File: config.mk
export PLATFORM = sky130hd
export DESIGN_NAME = lcp_line_locator
export DESIGN_NICKNAME = d
export VERILOG_FILES = /design/src/rtl/lcp_pkg.sv /design/src/rtl/lcp_meta_decode.sv /design/src/rtl/lcp_addr_calc.sv /design/src/rtl/lcp_line_locator.sv
export SDC_FILE = /design/constraint.sdc
export NUM_CORES = 1
export LEC_CHECK = 0
export ABC_AREA = 1
export BUFFER_PORTS_ARGS = -buffer_cell sky130_fd_sc_hd__buf_4
export CAP_MARGIN = 20
export CORE_AREA = 5 5 236 238
export CTS_CLUSTER_SIZE = 20
export DETAILED_ROUTE_END_ITERATION = 10
export DIE_AREA = 0 0 241 243
export GPL_TIMING_DRIVEN = 0
export PLACE_DENSITY_LB_ADDON = 0.12
export SYNTH_ARGS = -nofsm -noshare
export SYNTH_HDL_FRONTEND = slang
export SYNTH_SLANG_ARGS = --single-unit
File: constraint.sdc
create_clock -name clk -period 12.3 [get_ports clk]
set_input_delay 3.075 -clock clk [delete_from_list [all_inputs] [get_ports clk]]
set_output_delay 3.075 -clock clk [all_outputs]
set_load 0.05 [all_outputs]
File: src/rtl/lcp_pkg.sv
package lcp_pkg;
    localparam int LINE_BYTES = 64;
    localparam int NLINES     = 64;
    localparam int IDX_W      = $clog2(NLINES);
    localparam int SLOT_W     = 6;
    localparam int META_W     = LINE_BYTES * 8;
    localparam int LEN_W      = $clog2(LINE_BYTES) + 1;

    typedef enum logic [1:0] {
        KIND_ZERO = 2'b00,
        KIND_COMP = 2'b01,
        KIND_EXC  = 2'b10,
        KIND_RAW  = 2'b11
    } line_kind_e;

    typedef enum logic [2:0] {
        ST_IDLE,
        ST_ZERO,
        ST_COMP,
        ST_EXC,
        ST_RAW
    } loc_state_e;
endpackage

File: src/rtl/lcp_meta_decode.sv
module lcp_meta_decode
    import lcp_pkg::*;
(
    input  logic [META_W-1:0] meta,
    input  logic [IDX_W-1:0]  line_idx,
    output logic              is_zero,
    output logic              is_exc,
    output logic [SLOT_W-1:0] slot
);
    localparam int EXC_LO  = 0;
    localparam int ZERO_LO = NLINES;
    localparam int SLOT_LO = 2 * NLINES;

    logic [NLINES-1:0] exc_bits;
    logic [NLINES-1:0] zero_bits;
    logic [SLOT_W-1:0] slot_tab [NLINES];

    assign exc_bits  = meta[EXC_LO  +: NLINES];
    assign zero_bits = meta[ZERO_LO +: NLINES];

    for (genvar gi = 0; gi < NLINES; gi++) begin : g_slot
        assign slot_tab[gi] = meta[SLOT_LO + SLOT_W*gi +: SLOT_W];
    end

    assign is_zero = zero_bits[line_idx];
    assign is_exc  = exc_bits[line_idx];
    assign slot    = slot_tab[line_idx];
endmodule

File: src/rtl/lcp_addr_calc.sv
module lcp_addr_calc
    import lcp_pkg::*;
#(
    parameter int ADDR_W = 40
) (
    input  logic [ADDR_W-1:0] page_base,
    input  logic [2:0]        pte_type,
    input  logic [1:0]        pte_size,
    input  logic [2:0]        pte_base_off,
    input  logic [IDX_W-1:0]  line_idx,
    input  logic [SLOT_W-1:0] slot,
    output logic [ADDR_W-1:0] comp_addr,
    output logic [ADDR_W-1:0] exc_addr,
    output logic [ADDR_W-1:0] raw_addr,
    output logic [LEN_W-1:0]  comp_len
);
    localparam int UNIT_SH = 9;
    localparam int LINE_SH = $clog2(LINE_BYTES);

    logic [2:0]        size_sh;
    logic [3:0]        align_mask;
    logic [2:0]        off_eff;
    logic [ADDR_W-1:0] frame;
    logic [ADDR_W-1:0] data_span;

    always_comb begin
        size_sh    = pte_type[2] ? 3'd6 : (3'd3 + {1'b0, pte_type[1:0]});
        align_mask = (4'd1 << pte_size) - 4'd1;
        off_eff    = pte_base_off & ~align_mask[2:0];
        frame      = page_base + (ADDR_W'(off_eff) << UNIT_SH);
        data_span  = ADDR_W'(NLINES) << size_sh;
        comp_addr  = frame + (ADDR_W'(line_idx) << size_sh);
        exc_addr   = frame + data_span + ADDR_W'(LINE_BYTES)
                   + (ADDR_W'(slot) << LINE_SH);
        raw_addr   = page_base + (ADDR_W'(line_idx) << LINE_SH);
        comp_len   = LEN_W'(1) << size_sh;
    end
endmodule

File: src/rtl/lcp_line_locator.sv
module lcp_line_locator
    import lcp_pkg::*;
#(
    parameter int ADDR_W = 40
) (
    input  logic              clk,
    input  logic              rst_n,
    input  logic              req_valid,
    input  logic [ADDR_W-1:0] page_base,
    input  logic              pte_comp,
    input  logic [2:0]        pte_type,
    input  logic [1:0]        pte_size,
    input  logic [2:0]        pte_base_off,
    input  logic [5:0]        line_idx,
    input  logic [511:0]      meta,
    output logic              rsp_valid,
    output logic [ADDR_W-1:0] rsp_addr,
    output logic [6:0]        rsp_len,
    output logic [1:0]        rsp_kind
);
    loc_state_e        state_q, state_d;
    logic              is_zero, is_exc;
    logic [SLOT_W-1:0] slot;
    logic [ADDR_W-1:0] comp_addr, exc_addr, raw_addr;
    logic [LEN_W-1:0]  comp_len;
    logic [ADDR_W-1:0] addr_d, addr_q;
    logic [LEN_W-1:0]  clen_q;

    lcp_meta_decode u_meta (
        .meta     (meta),
        .line_idx (line_idx),
        .is_zero  (is_zero),
        .is_exc   (is_exc),
        .slot     (slot)
    );

    lcp_addr_calc #(.ADDR_W(ADDR_W)) u_calc (
        .page_base    (page_base),
        .pte_type     (pte_type),
        .pte_size     (pte_size),
        .pte_base_off (pte_base_off),
        .line_idx     (line_idx),
        .slot         (slot),
        .comp_addr    (comp_addr),
        .exc_addr     (exc_addr),
        .raw_addr     (raw_addr),
        .comp_len     (comp_len)
    );

    // next-state and address select
    always_comb begin
        state_d = ST_IDLE;
        addr_d  = '0;
        if (req_valid) begin
            if (!pte_comp) begin
                state_d = ST_RAW;
                addr_d  = raw_addr;
            end else if (is_zero) begin
                state_d = ST_ZERO;
                addr_d  = comp_addr;
            end else if (is_exc) begin
                state_d = ST_EXC;
                addr_d  = exc_addr;
            end else begin
                state_d = ST_COMP;
                addr_d  = comp_addr;
            end
        end
    end

    // state register
    always_ff @(posedge clk) begin
        if (!rst_n) begin
            state_q <= ST_IDLE;
            addr_q  <= '0;
            clen_q  <= '0;
        end else begin
            state_q <= state_d;
            addr_q  <= addr_d;
            clen_q  <= comp_len;
        end
    end

    // outputs from state
    always_comb begin
        rsp_valid = 1'b1;
        rsp_addr  = addr_q;
        rsp_len   = '0;
        rsp_kind  = KIND_ZERO;
        unique case (state_q)
            ST_IDLE: begin
                rsp_valid = 1'b0;
                rsp_addr  = '0;
            end
            ST_ZERO: begin
                rsp_kind = KIND_ZERO;
                rsp_len  = '0;
            end
            ST_COMP: begin
                rsp_kind = KIND_COMP;
                rsp_len  = clen_q;
            end
            ST_EXC: begin
                rsp_kind = KIND_EXC;
                rsp_len  = 7'(LINE_BYTES);
            end
            ST_RAW: begin
                rsp_kind = KIND_RAW;
                rsp_len  = 7'(LINE_BYTES);
            end
            default: begin
                rsp_valid = 1'b0;
                rsp_addr  = '0;
            end
        endcase
    end

    AST_RSP_FOLLOWS_REQ: assert property (@(posedge clk) disable iff (!rst_n)
        req_valid |=> rsp_valid);
    AST_NO_SPURIOUS_RSP: assert property (@(posedge clk) disable iff (!rst_n)
        !req_valid |=> !rsp_valid);
    AST_RAW_PAGE_KIND: assert property (@(posedge clk) disable iff (!rst_n)
        (req_valid && !pte_comp) |=> (rsp_kind == 2'b11 && rsp_len == 7'd64));
    AST_ZERO_WINS: assert property (@(posedge clk) disable iff (!rst_n)
        (req_valid && pte_comp && meta[64 + line_idx]) |=> (rsp_kind == 2'b00 && rsp_len == 7'd0));
    AST_EXC_FULL_LINE: assert property (@(posedge clk) disable iff (!rst_n)
        (req_valid && pte_comp && !meta[64 + line_idx] && meta[line_idx]) |=> (rsp_kind == 2'b10 && rsp_len == 7'd64));
    AST_COMP_LEN_POW2: assert property (@(posedge clk) disable iff (!rst_n)
        (rsp_valid && rsp_kind == 2'b01) |-> ($countones(rsp_len) == 1 && rsp_len >= 7'd8));
endmodule

==> impl_metrics.ini, run 1 <==
[status]
outcome = complete, no violations

[cells_and_area]
syn2layout_area_growth_pct = 47.7
post-route-util_pct = 33.1
layout_commonest_cell = buf_4
final_nets = 3509
layout_common_cells = 632 x buf_4, 517 x nand2_1, 378 x nor2_1
drive_gt1_share_pct = 27.4

[timing]
fmax_ghz = 0.110
min_period_over_period_pct = 73.8
hold_violations = 0
setup-tns-final_ns = 0
maxSlewViolCount = 0
maxSlewHeadroom_pct = 39.6
fin_ws_ns = 3.22
hold_ws_ns = 3.06
tightest_slew_ns = 0.907
finalSetupViolations = 0
rsz0062_at_grt = no
period_minus_slack_ns = 9.08

[drt]
wl_um = 86300
ant_nets = 0
drc = 0
drtPass1Iterations = 8
detail_route.wl_per_cell_um = 24.0
via_count = 18500
drtIter0Drc = 1477
routed_via_density = 5.14

[grt]
antenna_found_initial = 10
grt_pass1_wl_um = 122000
grt_util_all_layers_pct = 27.6
grt_overflow = 0
grt_max_degree = 18
grt_pass1_vias = 18200

[logic_synthesis]
synth_area_leader_cell = nand2_1
yosysUniqueCellTypes = 55
ys_warn_count = 0
synth_edf_count = 0
syn_area_per_cell_um2 = 5.30
syn_inst = 2260
synth_top_area_share_pct = 16.2
synth_area_um2 = 12000
ys_seq_area_share_pct = 8.36
synthArstFlopShare_pct = 0
synth_seq_cells = 50
synthFlopType = dfxtp_1
synth_area_leaders = nand2_1 16%, o21ai_0 12%, nor2_1 12%, nand3_1 8.6%, dfxtp_1 8.4%
synthesis.nets = 2883

[pwr]
total_power_uw = 1050
peakVddDrop_uv = 60.0
powerDensity_nw_per_um2 = 59.2
cellLeakagePower_uw = 0.00883

[setup_path]
critPathArrivalTime_ns = 9.33
slowest_stage = clkbuf_1
critPathLaunchType = primary input
end_kind = register
crit_required_ns = 12.55
worst-path-max-fanout = 10
startpoint = line_idx[1]
crit_top_cell = nand2_1
crit_path_max_incr_delay_ns = 0.73
crit_type = in -> reg

[die]
dieArea_um2 = 58600
initial_core_util_pct = 22.4
ioPinCount = 620
dieHeight_um = 243
die_w_um = 241
rows = 85
core-area_um2 = 53400

[placed_design]
pre_cts_ws_ns = 2.99
dp_hpwl_um = 75000
io_buffers = 618
place_congestion = 1.02

[worst_hold_path]
holdPathStages = 3
hold_path_end = addr_q[4]
hold_start = page_base[4]
hold_class = in -> reg

[clock_tree]
cts_buffers = 5
cts_sinks = 50
clockRootBuffer = clkbuf_16
clk_pin_slew_ns = 0.07
cts_tree = yes
cts_setup_buffers = 0
cts_buffer_depth = 2
postCtsHoldBufs = 0
postCtsResizedCells = 0
ctsHtreeMaxLevel = 2

[flow_run]
drv_cap = 0
==> state kept, by name, indices dropped and copies added, names as in the netlist <==
register	flops
addr_q	40
clen_q	7
state_q	3
==> report_power, final <==
part | internal [µW] | leakage (µW) | switching, µW
sequential | 172 | 0.000410 | 3.32
combinational | 281 | 0.00834 | 424
clock | 97.7 | 0.0000849 | 70.6
total | 550 | 0.00883 | 497
==> stage by stage <==
stage	cells	area (µm²)
global route	3591	17700
finish	3592	17700
global placement	3574	17500
CTS	3583	17700
detailed placement	3575	17500
floorplan	2260	12000
==> routing by layer <==
layer / GRT usage [%] / vias up / part of all wire, % / routed length [µm]
met4: 9.14 / 4 / 3.8 / 3310
met3: 4.89 / 133 / 7.0 / 6040
li1: - / 8741 / - / -
met2: 47.8 / 878 / 48 / 41600
met5: 0 / - / 0.024 / 21
met1: 34.5 / 8716 / 41 / 35300
==> synthesized netlist by cell type, types with 34 or more instances <==
| cell type | number |
|---|---|
| a21oi_1 | 40 |
| clkbuf_1 | 95 |
| dfxtp_1 | 50 |
| ha_1 | 44 |
| inv_1 | 202 |
| nand2_1 | 517 |
| nand2_2 | 42 |
| nand3_1 | 205 |
| nor2_1 | 378 |
| o21ai_0 | 290 |
| o22ai_1 | 107 |
| xor2_1 | 34 |
==> how the worst max path moves through the flow <==
stage / slack [ns] / cells after the start / end
6_report: 3.22 / 29 / addr_q[29]
5_1_grt: 2.89 / 29 / addr_q[29]
4_1_cts: 3.28 / 30 / addr_q[33]
3_5_place_dp: 2.99 / 30 / addr_q[33]
3_3_place_gp: 2.98 / 29 / addr_q[35]
2_1_floorplan: 5.04 / 31 / addr_q[29]
==> kinds of logic after synthesis <==
kind of cell	after synthesis	synth area share, %
buffers and inverters	357	12.0
xor gates and xnor gates	49	3.71
AOI/OAI and AO/OA	514	24.2
and+or+nand+nor	1237	45.7
adders and majority gates	53	6.10
DFF	50	8.36
==> critical path: cells and delay by family <==
kind                       cells  cell delay [ns]
and+or+nand+nor               14             1.77
buffers and inverters          8             2.20
AOI/OAI and AO/OA              4             1.14
adders and majority gates      3             1.11
==> layout make-up <==
class / count / area (µm²)
clock buffer: 5 / 125
clock inverter: 3 / 47.5
inverter: 226 / 851
multi-input combinational: 1853 / 9550
timing repair buffer: 619 / 4650
tap: 696 / 871
sequential: 50 / 1000
buffer: 131 / 582
antenna: 9 / 22.5
fill: 6180 / 35700
Power figures use the tool's default switching activity.
==> inputs of run 2 (changes only) <==
--- a/config.mk
+++ b/config.mk
@@ -5,13 +5,13 @@
 export SDC_FILE = /design/constraint.sdc
 export NUM_CORES = 1
 export LEC_CHECK = 0
-export ABC_AREA = 1
+export ABC_AREA = 0
 export BUFFER_PORTS_ARGS = -buffer_cell sky130_fd_sc_hd__buf_4
 export CAP_MARGIN = 20
-export CORE_AREA = 5 5 236 238
+export CORE_AREA = 5 5 238 240
 export CTS_CLUSTER_SIZE = 20
 export DETAILED_ROUTE_END_ITERATION = 10
-export DIE_AREA = 0 0 241 243
+export DIE_AREA = 0 0 243 245
 export GPL_TIMING_DRIVEN = 0
 export PLACE_DENSITY_LB_ADDON = 0.12
 export SYNTH_ARGS = -nofsm -noshare
==> constraint.sdc (replaced) <==
create_clock -name clk -period 9.05 [get_ports clk]
set_input_delay 2.2625 -clock clk [delete_from_list [all_inputs] [get_ports clk]]
set_output_delay 2.2625 -clock clk [all_outputs]
set_load 0.05 [all_outputs]
==> impl_metrics.ini, run 2 <==
[grt]
use_met2_pct = 37.0
grt_util_all_layers_pct = 20.8
grt.busiest_layer = met2
grt_max_degree = 19
grt_use_met3_pct = 4.44
antenna_found_initial = 6
met1_usage_pct = 27.1
grt_overflow = 0
grt_pass1_vias = 12200
grt_pass1_wl_um = 90700

[setup_path]
crit_path_max_incr_delay_ns = 0.57
end_kind = register
crit_top_cell = buf_4
crit_required_ns = 9.20
worst-path-max-fanout = 10
crit_chain = buf_4 -> buf_4 -> buf_6 -> buf_6 -> buf_4 -> clkbuf_4 -> buf_4 -> mux4_2 -> mux4_2 -> mux4_2 -> fa_1 -> ha_1 -> ha_1 -> a21oi_1 -> o21bai_1 -> a2111o_1 -> a41o_1 -> a21bo_2 -> and2_1 -> nor3_1 -> o31a_1 -> nor3_1
critPathArrivalTime_ns = 8.98
crit_family = buffers and inverters
critPathLaunchType = primary input
crit_type = in -> reg
slowest_stage = mux4_2
cp_num_buf_inv = 7

[clock_tree]
cts_setup_buffers = 0
cts_sinks = 50
ctsHtreeMaxLevel = 2
cts_buffers = 5
cts_buffer_depth = 2
clockRootBuffer = clkbuf_16
clk_pin_slew_ns = 0.09
cts_tree = yes
postCtsHoldBufs = 0

[placed_design]
dp_hpwl_um = 58100
dpl_cell_area_um2 = 15400
io_buffers = 609
pre_cts_ws_ns = -1.27
place_congestion = 0.915

[cells_and_area]
largest_reg_flops = 40
design_area_um2 = 15700
post-route-util_pct = 28.8
final_nets = 2285
largest-register = addr_q
layout_common_cells = 618 x buf_4, 141 x mux4_2, 83 x nor2_1
layout_commonest_cell = buf_4
top_regs = addr_q x40, clen_q x7, state_q x3
drive_gt1_share_pct = 48.9
syn2layout_area_growth_pct = 58.2

[die]
dieArea_um2 = 59500
dieHeight_um = 245
ioPinCount = 620
core-area_um2 = 54400
rows = 86
initial_core_util_pct = 18.2
die_w_um = 243

[drt]
routed_via_density = 4.89
drtPass1Iterations = 5
wl_um = 65400
via_count = 11600
drtIter0Drc = 715
detail_route.wl_per_cell_um = 27.6
drc = 0
ant_nets = 0

[timing]
maxSlewHeadroom_pct = 32.8
rsz0062_at_grt = no
finalSetupViolations = 0
fin_ws_ns = 0.223
period_minus_slack_ns = 8.83
tightest_slew_ns = 1.01
maxSlewViolCount = 0
min_period_over_period_pct = 97.5
hold_violations = 0
fmax_ghz = 0.113
hold_ws_ns = 2.19

[logic_synthesis]
ys_top_cells_by_count = 141 x mux4_2, 83 x nor2_1, 73 x nand2_1
synth_area_um2 = 9900
synth_area_leaders = mux4_2 32%, dfxtp_1 10%, ha_1 5.6%, xnor2_1 5.0%, and2_1 3.6%
synth_seq_cells = 50
synth_top_area_share_pct = 32.1
synthArstFlopShare_pct = 0
ys_warn_count = 0
synthesis.nets = 1665
synth_edf_count = 0
synth_most_common_cell = mux4_2
ys_seq_area_share_pct = 10.1
synthFlopType = dfxtp_1
synth_area_leader_cell = mux4_2
syn_inst = 1042
yosysUniqueCellTypes = 75
syn_area_per_cell_um2 = 9.50

[pwr]
powerDensity_nw_per_um2 = 84.5
peakVddDrop_uv = 61.9
cellLeakagePower_uw = 0.00673

[flow_run]
drv_cap = 0

[worst_hold_path]
hold_class = in -> reg

[status]
outcome = complete, no violations
==> run 2: cell count changes in the layout (fill, tap and decap cells not counted), sizes merged, moves of 150 or more <==
cell,before,now
o21ai,307,25
nand2,562,74
nor2,418,83
mux4,0,150
inv,224,37
nand3,216,36
==> run 2: cell type report <==
cell class	count	area [µm²]
plain buffers	77	415
clock buffers	5	125
clock inverters	3	28.8
flip-flops and latches	50	1000
repair buffers	614	4640
well taps	704	881
inverters	38	143
fillers	5836	38800
multi-input cells	876	8430
diodes	3	7.51
==> run 2: stage by stage <==
step           total power, µW  TNS [ns]  cells
2_1_floorplan              716         0   1042
3_3_place_gp              1110    -21.60   2355
3_5_place_dp              1110    -21.18   2357
4_1_cts                   1340         0   2365
5_1_grt                   1410         0   2368
6_report                  1320         0   2370
==> run 2: logic make-up (layout without fill, tap and decap cells) <==
kind of cell               count (synthesis)  after routing  share of synthesized area (%)
buffers and inverters                    116            737                           4.95
muxes                                    181            181                           37.6
adders and majority gates                 53             53                           7.38
DFF                                       50             50                           10.1
AOI/OAI and AO/OA                        187            187                           13.4
and+or+nand+nor                          378            378                           19.7
other                                      0              3                              0
xor gates and xnor gates                  77             77                           6.81
==> run 2: routing by layer <==
metal / wire length, µm / share of wire, %
met1: 27800 / 42
met2: 32700 / 50
met3: 4300 / 6.6
met4: 598 / 0.91
met5: 20 / 0.031
==> run 2: final timing paths <==
path	from	end	slack, ns	cells after the start
min	page_base[39]	addr_q[39]	2.19	3
max	line_idx[1]	addr_q[16]	0.22	22
==> run 2: timing repair <==
| item | 4_1_cts | 5_1_grt |
|---|---|---|
| gates cloned | 0 | 0 |
| gates resized for setup | 40 | 15 |
| setup endpoints to repair | 25 | 6 |
==> run 2: power by group <==
part | total (µW) | internal, µW | switching (µW)
Combinational | 872 | 444 | 427
Clock | 217 | 106 | 110
Sequential | 236 | 233 | 3.25
==> run 2: tightest hold or removal path, stage by stage <==
cell and delay (ns):
buf_4 0.09, xor2_1 0.05, nor2_1 0.07
